## src/rtl/dhl_pkg.sv

```systemverilog
package dhl_pkg;
  localparam int unsigned REC_IDX_W = 3;
  localparam int unsigned REC_W     = REC_IDX_W + 2;

  typedef struct packed {
    logic                 en;
    logic                 pol;
    logic [REC_IDX_W-1:0] idx;
  } rec_cfg_t;
endpackage

```

## src/rtl/dhl_cfg_shift.sv

```systemverilog
module dhl_cfg_shift #(
  parameter int unsigned CFG_W = 37
) (
  input  logic             clk_i,
  input  logic             rst_ni,
  input  logic             valid_i,
  input  logic             bit_i,
  output logic             commit_o,
  output logic [CFG_W-1:0] word_o
);
  localparam int unsigned CW = $clog2(CFG_W + 1);

  logic [CFG_W-2:0] sr_q;
  logic [CW-1:0]    cnt_q;

  assign commit_o = valid_i && (cnt_q == CW'(CFG_W - 1));
  assign word_o   = {sr_q, bit_i};

  always_ff @(posedge clk_i or negedge rst_ni) begin
    if (!rst_ni) begin
      sr_q  <= '0;
      cnt_q <= '0;
    end else if (valid_i) begin
      sr_q  <= word_o[CFG_W-2:0];
      cnt_q <= commit_o ? '0 : cnt_q + 1'b1;
    end
  end


  cnt_range_chk: assert property (@(posedge clk_i) disable iff (!rst_ni)
    cnt_q < CW'(CFG_W));
endmodule

```

## src/rtl/dhl_half_table.sv

```systemverilog
module dhl_half_table #(
  parameter int unsigned AW = 5,
  localparam int unsigned ENTRIES = 1 << AW
) (
  input  logic               clk_i,
  input  logic               rst_ni,
  input  logic               commit_i,
  input  logic [ENTRIES-1:0] load_i,
  input  logic               flip_i,
  input  logic [AW-1:0]      flip_addr_i,
  input  logic [AW-1:0]      addr_i,
  output logic               bit_o
);
  logic [ENTRIES-1:0] mem_q;

  assign bit_o = mem_q[addr_i];

  always_ff @(posedge clk_i or negedge rst_ni) begin
    if (!rst_ni)       mem_q <= '0;
    else if (commit_i) mem_q <= load_i;
    else if (flip_i)   mem_q[flip_addr_i] <= ~mem_q[flip_addr_i];
  end


  load_both_chk: assert property (@(posedge clk_i) disable iff (!rst_ni)
    commit_i |=> mem_q == $past(load_i));

  single_flip_chk: assert property (@(posedge clk_i) disable iff (!rst_ni)
    (flip_i && !commit_i) |=> $countones(mem_q ^ $past(mem_q)) == 1);
endmodule

```

## src/rtl/dhl_mask_combine.sv

```systemverilog
module dhl_mask_combine
  import dhl_pkg::*;
#(
  parameter int unsigned AW = 5
) (
  input  logic          o5_i,
  input  logic          o6_i,
  input  logic          cin_i,
  input  rec_cfg_t      rec_i,
  input  logic [AW-1:0] func_i,
  output logic          maj_o,
  output logic          y_o
);
  localparam int unsigned PADW = 1 << REC_IDX_W;

  logic [PADW-1:0] pad;
  logic            sel_in;

  // carry-style majority: select input picks AND (0) or OR (1)
  assign maj_o = (cin_i & o5_i) | (cin_i & o6_i) | (o5_i & o6_i);

  generate
    if (PADW > AW) begin : g_pad
      assign pad = {{(PADW - AW){1'b0}}, func_i};
    end else begin : g_nopad
      assign pad = func_i[PADW-1:0];
    end
  endgenerate

  assign sel_in = pad[rec_i.idx];
  assign y_o    = rec_i.en ? (maj_o ^ sel_in ^ rec_i.pol) : maj_o;
endmodule

```

## src/rtl/dual_half_lut.sv

```systemverilog
module dual_half_lut
  import dhl_pkg::*;
#(
  parameter int unsigned AW = 5,
  localparam int unsigned ENTRIES = 1 << AW,
  localparam int unsigned CFG_W   = ENTRIES + REC_W
) (
  input  logic          clk_i,
  input  logic          rst_ni,
  input  logic          cfg_valid_i,
  input  logic          cfg_bit_i,
  input  logic          fault_en_i,
  input  logic          fault_half_i,
  input  logic [AW-1:0] fault_addr_i,
  input  logic [AW-1:0] func_i,
  input  logic          cin_i,
  output logic          data_o
);
  logic             commit;
  logic [CFG_W-1:0] word;
  logic [1:0]       half_bit;
  rec_cfg_t         rec_q;
  logic             maj, y;

  dhl_cfg_shift #(.CFG_W(CFG_W)) u_shift (
    .clk_i, .rst_ni, .valid_i(cfg_valid_i), .bit_i(cfg_bit_i),
    .commit_o(commit), .word_o(word)
  );

  for (genvar g = 0; g < 2; g++) begin : g_half
    dhl_half_table #(.AW(AW)) u_tbl (
      .clk_i, .rst_ni,
      .commit_i   (commit),
      .load_i     (word[ENTRIES-1:0]),
      .flip_i     (fault_en_i && (fault_half_i == 1'(g))),
      .flip_addr_i(fault_addr_i),
      .addr_i     (func_i),
      .bit_o      (half_bit[g])
    );
  end

  always_ff @(posedge clk_i or negedge rst_ni) begin
    if (!rst_ni)     rec_q <= '0;
    else if (commit) rec_q <= rec_cfg_t'(word[CFG_W-1 -: REC_W]);
  end

  dhl_mask_combine #(.AW(AW)) u_comb (
    .o5_i(half_bit[0]), .o6_i(half_bit[1]), .cin_i, .rec_i(rec_q),
    .func_i, .maj_o(maj), .y_o(y)
  );

  always_ff @(posedge clk_i or negedge rst_ni) begin
    if (!rst_ni) data_o <= 1'b0;
    else         data_o <= y;
  end


  and_mode_chk: assert property (@(posedge clk_i) disable iff (!rst_ni)
    (!rec_q.en && !cin_i) |=> data_o == $past(half_bit[0] && half_bit[1]));

  or_mode_chk: assert property (@(posedge clk_i) disable iff (!rst_ni)
    (!rec_q.en && cin_i) |=> data_o == $past(half_bit[0] || half_bit[1]));

  pass_thru_chk: assert property (@(posedge clk_i) disable iff (!rst_ni)
    !rec_q.en |=> data_o == $past(maj));

  xor_rec_chk: assert property (@(posedge clk_i) disable iff (!rst_ni)
    (rec_q.en && !rec_q.pol && rec_q.idx == '0) |=> data_o == ($past(maj) ^ $past(func_i[0])));

  zero_rec_chk: assert property (@(posedge clk_i) disable iff (!rst_ni)
    (rec_q.en && rec_q.idx >= REC_IDX_W'(AW)) |=> data_o == ($past(maj) ^ $past(rec_q.pol)));
endmodule

```

## config.mk

```make
export PLATFORM = sky130hd
export DESIGN_NAME = dual_half_lut
export DESIGN_NICKNAME = d
export VERILOG_FILES = /design/src/rtl/dhl_pkg.sv /design/src/rtl/dhl_cfg_shift.sv /design/src/rtl/dhl_half_table.sv /design/src/rtl/dhl_mask_combine.sv /design/src/rtl/dual_half_lut.sv
export SDC_FILE = /design/constraint.sdc
export NUM_CORES = 1
export LEC_CHECK = 0
export BUFFER_PORTS_ARGS = -buffer_cell sky130_fd_sc_hd__buf_2
export CAP_MARGIN = 40
export CORE_ASPECT_RATIO = 1.75
export CORE_MARGIN = 5
export CORE_UTILIZATION = 35
export CTS_CLUSTER_DIAMETER = 80
export DETAILED_ROUTE_END_ITERATION = 10
export HOLD_SLACK_MARGIN = 0.06
export PLACE_DENSITY = 0.55
export SLEW_MARGIN = 20
export SYNTH_ARGS = -nofsm -noshare
export SYNTH_HDL_FRONTEND = slang
export SYNTH_SLANG_ARGS = --single-unit
```

## constraint.sdc

```tcl
create_clock -name clk_i -period 5.4 [get_ports clk_i]
set_input_delay 1.08 -clock clk_i [delete_from_list [all_inputs] [get_ports clk_i]]
set_output_delay 1.08 -clock clk_i [all_outputs]
set_load 0.02 [all_outputs]
```

=== After elaboration in Yosys (flattened, before gate mapping) ===
Cells that the tools add are included.
W data, S select, Z words.

* $add $sub $neg: 1
* Order comparisons: 4
* Equal/unequal tests: 1
* Multiplexer cells: 20
* Bitwise gates (word level): 10
* Reductions and logical operators: 6

{| class="wikitable"
|+ Operators by type and width
! cell !! count
|-
| $mux W32 || 4
|-
| $bwmux W32 || 2
|-
| $bmux W1 S5 || 4
|-
| $lt A5 B6 Y1 const B || 2
|-
| $mux W1 || 7
|-
| $add A6 B1 Y6 const B || 1
|-
| $eq A6 B6 Y1 const B || 1
|-
| $mux W6 || 1
|-
| $demux W1 S5 || 1
|-
| $ge A5 B1 Y1 const B || 1
|-
| $logic_and A1 B1 Y1 || 4
|-
| $lt A3 B4 Y1 const B || 1
|-
| $reduce_bool A2 Y1 || 2
|-
| $and A1 B1 Y1 || 3
|-
| $bmux W1 S3 || 1
|-
| $not A1 Y1 || 3
|-
| $or A1 B1 Y1 || 2
|-
| $xor A1 B1 Y1 || 2
|}

* Bits in registers: 112
* Bits of input ports: 17
* Output and inout bits: 1
* Logic and storage cells: 50

=== Depth between registers and ports, before layout ===
Gate-level depths: netlist of the first run.

* Depth after elaboration: 8
* Mapped depth: 10
* Mapped depth without buffers: 9

=== Modules after synthesis ===
From an unflattened synthesis of the first run, not the netlist that was laid out.

* Cells, all modules: 578
* Area total of the unflattened synthesis: 6587.6 um2

{| class="wikitable"
|+ Modules (own cells, without submodules)
! module !! times used !! cells each !! area an instance (um2) !! seq. area each (um2)
|-
| dhl_half_table || 2 || 224 || 2321.0 || 800.8
|-
| dhl_cfg_shift || 1 || 107 || 1645.3 || 1051.0
|-
| dual_half_lut || 1 || 13 || 219.0 || 150.1
|-
| dhl_mask_combine || 1 || 10 || 81.3 || 0.0
|}

=== Worst setup path before layout of the first run ===
OpenSTA, ideal clock, no wires.

* Kind: input to register
* From: input port fault_addr_i[1]
* To: register g_half[0].u_tbl.mem_q[18]
* Library setup time: 0.088 ns
* Arrival: 2.691 ns
* Data required time: 5.312 ns
* Setup slack: 2.621 ns
* Stages on the path: 7
* Buffers on the path: 3
* Path through: clkbuf_1 > buf_2 > mux4_2 > a211oi_2 > nand4_4 > buf_6 > o211ai_1

* Longest elaborated chain between the ends: 7
* Elaborated cells between the ends (all ways): 11
* Classes of those cells: 2 x order compare; 7 x mux; 1 x bitwise; 1 x reduce/logical

{| class="wikitable"
|+ RTL lines
! element !! line !! source
|-
| start: declaration || dual_half_lut.sv:14 || <nowiki>input logic [AW-1:0] fault_addr_i,</nowiki>
|-
| $lt A5 B6 Y1 (implied by the code) / $ge A5 B1 Y1 (equally long branches) || dhl_half_table.sv:21 || <nowiki>else if (flip_i) mem_q[flip_addr_i] <= ~mem_q[flip_addr_i];</nowiki>
|-
| $logic_and A1 B1 Y1 (implied by the code) || dhl_half_table.sv:21 ||
|-
| $mux W1 (implied by the code) || dhl_half_table.sv:21 ||
|-
| $demux W1 S5 || n/a ||
|-
| $bwmux W32 (*) || dhl_half_table.sv:21 ||
|-
| $mux W32 (*) || dhl_half_table.sv:21 ||
|-
| $mux W32 (*) || dhl_half_table.sv:20 || <nowiki>else if (commit_i) mem_q <= load_i;</nowiki>
|-
| end signal: assignment || dhl_half_table.sv:20 ||
|-
| end signal: indexed assignment || dhl_half_table.sv:21 ||
|-
| end: declaration || dhl_half_table.sv:14 || <nowiki>logic [ENTRIES-1:0] mem_q;</nowiki>
|}

Mark *: on every way between the ends. The rest lies on a longest branch, timed or not. The select of a mux whose other input is x is not followed.
A chain may end at the register's enable or synchronous reset.

=== Worst setup path after layout of the first run ===
* From: input port fault_addr_i[0]
* To: register g_half[0].u_tbl.mem_q[22]

The elaborated chain is that of the path after synthesis.

==> summary.txt, run 1 <==
Run status
  – Outcome: complete, no violations

Clocking
  – TritonCTS clock tree: yes
  – Post-CTS setup buffers: 0
  – Clock Path Buffers: 2
  – H-tree depth: 3
  – # hold bufs at CTS: 0
  – TritonCTS buffer count: 9
  – Post-CTS sizing: 0
  – Clock sinks: 112
  – Clock latency on the worst-skew pair: 0.36 ns
  – Reg clk slew, reported paths: 0.07 ns
  – Root Buffer: clkbuf_16

Critical path
  – Most used cell, CP: nand2_1
  – Critical Path End Type: register
  – R2R setup slack: 2.53 ns
  – CP max stage cell: mux4_1
  – Required @ worst endpoint: 5.66 ns
  – Crit path max fanout: 32
  – Cell Chain, Critical Path: buf_2, mux4_1, mux2_2, nand2_1, o21ai_1, nand2_1, nand4_4, o211ai_1
  – RR Endpoint: g_half[0].u_tbl.mem_q[3]
  – Crit start category: primary input
  – CP arrival: 3.60 ns
  – Critical path class: primary input to register
  – CP max stage delay: 0.63 ns
  – R2R depth: 8
  – Crit path from: fault_addr_i[0]
  – RR Startpoint: u_shift.cnt_q[0]

Logic synthesis
  – Synth area leader: dfrtp_1
  – Async S/R FF share, synth: 100%
  – Syn Std Cell Area: 6150 um2
  – Syn Inst Count: 594
  – Syn nets: 613
  – Post-synth top flop: dfrtp_1
  – Seq/Total Area, Yosys: 45.6%
  – Flops & latches, synth: 112
  – YS warnings: 0
  – Avg Cell Area, Syn: 10.4 um2
  – Post-synth EDFFs: 0
  – Post-synth cell types: 44
  – Post-synth top area share: 45.6%
  – Synth top area cells: dfrtp_1 46%, o211ai_1 8.3%, mux2_2 7.3%

Timing
  – Fin crit period: 3.34 ns
  – Final period util: 61.9%
  – Clock skew: 0.0119 ns
  – Worst setup margin: 2.06 ns
  – Slew @ Worst Pin: 0.800 ns
  – RSZ-0062 raised after global routing: false
  – # setup viols final: 0
  – Final hold slack: 0.475 ns
  – Final hold violation count: 0
  – Slew Viols, Final: 0
  – Rel. slew slack: 46.7%
  – Fmax achieved: 299 MHz
  – Setup TNS: 0 ns

Die
  – Die Span X: 110 um
  – Top Ports: 18
  – Num rows: 64
  – Full die area: 20,400 um2
  – DIE HEIGHT: 185 um
  – Initial core utilization: 35.4%
  – Core box area: 17,400 um2

Placement
  – Detailed placement HPWL: 12.1 mm
  – PortBufs: 17
  – Dpl ws: 1.64 ns
  – Routability Congestion: 0.845

Power
  – Comb pwr share: 24.3%
  – Worst IR drop on VDD: 0.155 mV
  – Power Dens Cells: 396 nW/um2
  – Internal power: 1780 uW
  – Psw: 870 uW
  – Static leakage: 0.00264 uW
  – Share of power burned in registers: 51.2%
  – Clock Power Share: 24.5%
  – Sw Share: 32.8%

Routing
  – Wire length per cell: 20.7 um
  – Drt via density: 5.88
  – Drt initial violations: 302
  – Residual DRC: 0
  – Drt first pass iters: 6
  – Total vias in the final route: 4,813
  – Routed WL: 17.0 mm
  – Detail Route Antenna Nets: 0

Global routing
  – Pin count of the biggest net entering global routing: 57
  – Total congestion overflow: 0
  – Total GRT Usage: 17.7%
  – Vias in the first global route: 5,170
  – First-pass GRT wire length: 27.6 mm
  – Antenna violations before repair: 0

Cells and area
  – Area grow syn2layout: 8.79%
  – Layout cell share with drive strength beyond 1: 18.2%
  – Fin nets: 602
  – Ant diodes: 0

Hold path
  – Hold Crit Depth: 2
  – Worst hold path class: register to register
  – Min-delay src: u_shift.sr_q[35]
  – Hold Path Sink: rec_q[4]

Run
  – MaxCap Viol Count: 0
==> synthesized netlist by cell type (all sizes together), types with 3 or more instances <==
cell type,number
and3,4
clkbuf,28
nor2,5
buf,23
nand2,95
nand3,6
dfrtp,112
o211ai,68
o21ai,70
a21oi,35
inv,3
mux2,40
a211oi,6
nand4,3
a22oi,10
mux4,16
nor3b,3
xnor2,3
nor2b,9
mux2i,30
a31oi,6
==> worst max-delay path by stage <==
stage,to,slack [ns],depth (start not counted)
after floorplan,g_half[0].u_tbl.mem_q[18],2.62,7
after global placement,g_half[0].u_tbl.mem_q[29],1.69,8
after detailed placement,g_half[0].u_tbl.mem_q[22],1.64,8
after CTS,g_half[0].u_tbl.mem_q[22],2.00,8
after global routing,g_half[0].u_tbl.mem_q[14],1.85,8
final,g_half[0].u_tbl.mem_q[22],2.06,8
==> per-layer routing <==
layer	global-route usage, %	routed length, um
met2	31.7	9080
met5	0	0
met4	11.2	1010
met1	19.5	6370
met3	2.09	531
==> layout make-up <==
cell class                 count  area [um2]
multi-input combinational    428        3090
clock buffer                  11         243
sequential                   112        2800
tap                          231         289
clock inverter                 5        40.0
inverter                       3        11.3
timing repair buffer          29         215
fill                        1725       10700
==> sequential cells by signal, indices dropped and copies added (netlist names) <==
| signal | count |
|---|---|
| data_o | 1 |
| g_half.u_tbl.mem_q | 64 |
| rec_q | 5 |
| u_shift.cnt_q | 6 |
| u_shift.sr_q | 36 |
==> stage by stage <==
stage | area (um2) | total power (uW) | std cells | util [%]
after detailed placement | 6410 | 2020 | 803 | 36.9
after floorplan | 6150 | 1780 | 594 | -
final | 6690 | 2650 | 819 | 38.5
after global routing | 6690 | 2810 | 819 | 38.5
after CTS | 6690 | 2670 | 819 | 38.5
after global placement | 6340 | 1990 | 800 | 36.5
==> power by group through the flow <==
stage / registers (uW) / logic (uW) / clock network (uW)
after floorplan: 1260 / 519 / 0
after global routing: 1390 / 717 / 698
after global placement: 1370 / 619 / 0
after CTS: 1360 / 652 / 664
after detailed placement: 1370 / 651 / 0
final: 1360 / 644 / 650
==> worst max-delay path: cells and delay by family <==
| family | cells | cell delay, ns |
|---|---|---|
| simple gates | 3 | 0.65 |
| compound gates | 2 | 0.46 |
| mux | 2 | 0.91 |
| buf+inv | 1 | 0.47 |
==> cells by family after synthesis <==
group           share of synthesized area [%]
mux                                      18.3
fa+ha+maj                               0.570
simple gates                             9.93
flops                                    45.6
xor+xnor                                0.712
buf+inv                                  4.42
compound gates                           20.5
==> cells in the final DEF (no fill, tap or decap), types with 8 or more instances in the layout <==
cell type / Yosys / layout
a21oi_1: 35 / 33
a22oi_1: 8 / 8
buf_2: 7 / 17
buf_4: 3 / 10
clkbuf_16: 0 / 9
dfrtp_1: 112 / 112
mux2_2: 40 / 40
mux2i_1: 30 / 30
mux4_2: 13 / 13
nand2_1: 95 / 95
nor2b_1: 9 / 9
o211ai_1: 68 / 68
o21ai_0: 68 / 68
Power figures use the tool's default switching activity.
==> run 2, diff against run 1 <==
Settings changed: ABC_AREA from default to 1, PLACE_DENSITY 0.55 to 0.57.
Clock period 5.4 ns to 3 ns, I/O delays scaled along.
==> summary.txt, run 2 <==
Routing
  – Residual DRC: 0 (unchanged)
  – Wire length per cell: 16.4 um (-21%)
  – Drt first pass iters: 5 (-1)
  – Routed WL: 21.1 mm (+24%)
  – Drt via density: 5.29 (-10%)
  – Total vias in the final route: 6,795 (+41%)
  – Drt initial violations: 428 (+42%)
  – Detail Route Antenna Nets: 0 (unchanged)

Logic synthesis
  – Post-synth cell types: 28 (-36%)
  – Synth area leader: dfrtp_1
  – Async S/R FF share, synth: 100% (unchanged)
  – YS warnings: 0 (unchanged)
  – Syn Inst Count: 1,039 (+75%)
  – Commonest cells in the netlist: 352 x nand2_1, 128 x a21oi_1, 117 x nor2_1
  – Synth top area cells: dfrtp_1 41%, nand2_1 19%, a21oi_1 9.3%
  – Syn nets: 1,058 (+73%)
  – Count leader, synth: nand2_1
  – Syn Std Cell Area: 6870 um2 (+12%)
  – Avg Cell Area, Syn: 6.61 um2 (-36%)
  – Seq/Total Area, Yosys: 40.8% (-4.8 points)
  – Post-synth top area share: 40.8% (-4.8 points)
  – Post-synth EDFFs: 0 (unchanged)
  – Flops & latches, synth: 112 (unchanged)
  – Post-synth top flop: dfrtp_1

Placement
  – Dpl ws: 0.608 ns (-1.03 ns)
  – Routability Congestion: 0.862 (+2.1%)
  – PortBufs: 17 (unchanged)
  – Detailed placement HPWL: 15.2 mm (+25%)

Global routing
  – Antenna violations before repair: 0 (unchanged)
  – Pin count of the biggest net entering global routing: 79 (+39%)
  – Met3 Use GR: 1.86% (-0.23 points)
  – Met1 Usage GRT: 22.9% (+3.4 points)
  – First-pass GRT wire length: 34.6 mm (+26%)
  – Total congestion overflow: 0 (unchanged)
  – Vias in the first global route: 6,589 (+27%)
  – Total GRT Usage: 19.2% (+1.4 points)
  – GRT met2 Usage: 34.2% (+2.5 points)
  – Gr busiest metal: met2

Critical path
  – Critical path class: register to register
  – Required @ worst endpoint: 3.29 ns (-2.37 ns)
  – CP arrival: 2.40 ns (-1.20 ns)
  – Crit start category: register
  – Critical Path End Type: register
  – Crit path max fanout: 64 (+100%)

Die
  – Core box area: 19,300 um2 (+11%)
  – Full die area: 22,600 um2 (+11%)
  – Top Ports: 18 (unchanged)
  – Initial core utilization: 35.6% (+0.24 points)
  – Die Span X: 116 um (+5.2%)
  – Num rows: 67 (+4.7%)
  – DIE HEIGHT: 195 um (+5.4%)

Cells and area
  – Storage cell area: 2800 um2 (unchanged)
  – Layout cell share with drive strength beyond 1: 7.09% (-11 points)
  – Ant diodes: 0 (unchanged)
  – Area grow syn2layout: 10.9%
  – Max reg flops: 64 (unchanged)
  – Commonest non-fill, non-tap cell in the layout: nand2_1
  – Fin nets: 1,058 (+76%)
  – Register bank with the most flops: g_half.u_tbl.mem_q
  – Largest registers: g_half.u_tbl.mem_q: 64 flops, u_shift.sr_q: 36 flops, u_shift.cnt_q: 6 flops
  – Most frequent cells in the layout: 350 x nand2_1, 128 x a21oi_1, 117 x nor2_1
  – Fillers: 2,097 (+22%)
  – Multi-input gate area: 3450 um2 (+12%)

Timing
  – Clock skew: 0.0102 ns (-0.00173 ns)
  – Slew @ Worst Pin: 0.676 ns (-0.124 ns)
  – Worst setup margin: 0.887 ns (-1.17 ns)
  – RSZ-0062 raised after global routing: false
  – Fmax achieved: 473 MHz
  – Setup TNS: 0 ns (unchanged)
  – Final hold violation count: 0 (unchanged)
  – Slew Viols, Final: 0 (unchanged)
  – Final period util: 70.4%
  – Rel. slew slack: 54.9% (+8.3 points)
  – # setup viols final: 0 (unchanged)
  – Fin crit period: 2.11 ns

Clocking
  – TritonCTS clock tree: yes
  – Root Buffer: clkbuf_16
  – TritonCTS buffer count: 9 (unchanged)
  – Reg clk slew, reported paths: 0.08 ns (about the same)
  – Clock latency on the worst-skew pair: 0.36 ns (about the same)
  – # hold bufs at CTS: 0 (unchanged)
  – Post-CTS setup buffers: 0 (unchanged)
  – Clock sinks: 112 (unchanged)
  – H-tree depth: 3 (unchanged)
  – Post-CTS sizing: 0 (unchanged)
  – Clock Path Buffers: 2 (unchanged)

Power
  – Power Dens Cells: 752 nW/um2 (+90%)
  – Worst IR drop on VDD: 0.386 mV (+150%)
  – Static leakage: 0.00369 uW (+40%)

Hold path
  – Worst hold path class: primary input to async pin

Run status
  – Outcome: complete, no violations

Run
  – MaxCap Viol Count: 0 (unchanged)
==> run 2: worst max-delay path, stage by stage, from the launching register on <==
cell and delay [ns]:
dfrtp_1 0.35, inv_1 0.08, ha_1 0.19, and3_1 0.20, inv_2 0.22, buf_12 0.31, o21ai_0 0.31, nand2_1 0.13
nor2_1 0.05, a21oi_1 0.14
==> run 2: cells by family after synthesis <==
kind of cell / Yosys count / synth area share [%]
xor gates and xnor gates: 1 / 0.128
DFF: 112 / 40.8
adders and majority gates: 2 / 0.364
and+or+nand+nor: 564 / 32.9
buffers and inverters: 148 / 9.07
AOI/OAI and AO/OA: 212 / 16.7
==> run 2: routing by layer <==
metal	part of all wire [%]	vias to the layer above	wire, um
li1	-	3343	-
met1	40	3234	8500
met2	53	168	11200
met3	2.9	50	601
met4	3.7	0	786
met5	0	-	0
==> run 2: path summary, 6_finish.rpt <==
path	start	end	slack, ns	cells after the start
min in group clk_i	u_shift.sr_q[29]	u_shift.sr_q[30]	0.48	2
worst max-delay path	u_shift.cnt_q[0]	g_half[0].u_tbl.mem_q[14]	0.89	9
worst max register to register	u_shift.cnt_q[0]	g_half[0].u_tbl.mem_q[14]	0.89	9
max in group asynchronous	rst_ni	u_shift.sr_q[13]	2.16	2
worst min-delay path	rst_ni	u_shift.sr_q[29]	0.15	1
worst min register to register	u_shift.sr_q[29]	u_shift.sr_q[30]	0.48	2
==> run 2: stage by stage <==
step	area, um2	instances	power [uW]	hold slack (ns)	utilization (%)
after global placement	7270	1269	4290	0.460	37.7
after detailed placement	7270	1269	4310	0.468	37.7
after floorplan	6870	1039	3660	0.304	-
after global routing	7620	1285	6110	0.181	39.5
after CTS	7620	1285	5760	0.164	39.5
final	7620	1285	5730	0.152	39.5
==> run 2: cell type report <==
cell class | instances | area share [%]
Timing Repair Buffer | 47 | 4.93
Clock buffer | 11 | 3.32
Sequential cell | 112 | 36.8
Inverter | 90 | 4.43
Multi-Input combinational cell | 779 | 45.2
Tap cell | 241 | 3.96
Clock inverter | 5 | 1.35
==> run 2: where the power goes <==
group | internal, uW | total (uW) | switching (uW) | leakage (uW)
Sequential | 2080 | 2680 | 597 | 0.00140
Clock | 862 | 1440 | 583 | 0.000172
Combinational | 618 | 1610 | 990 | 0.00212
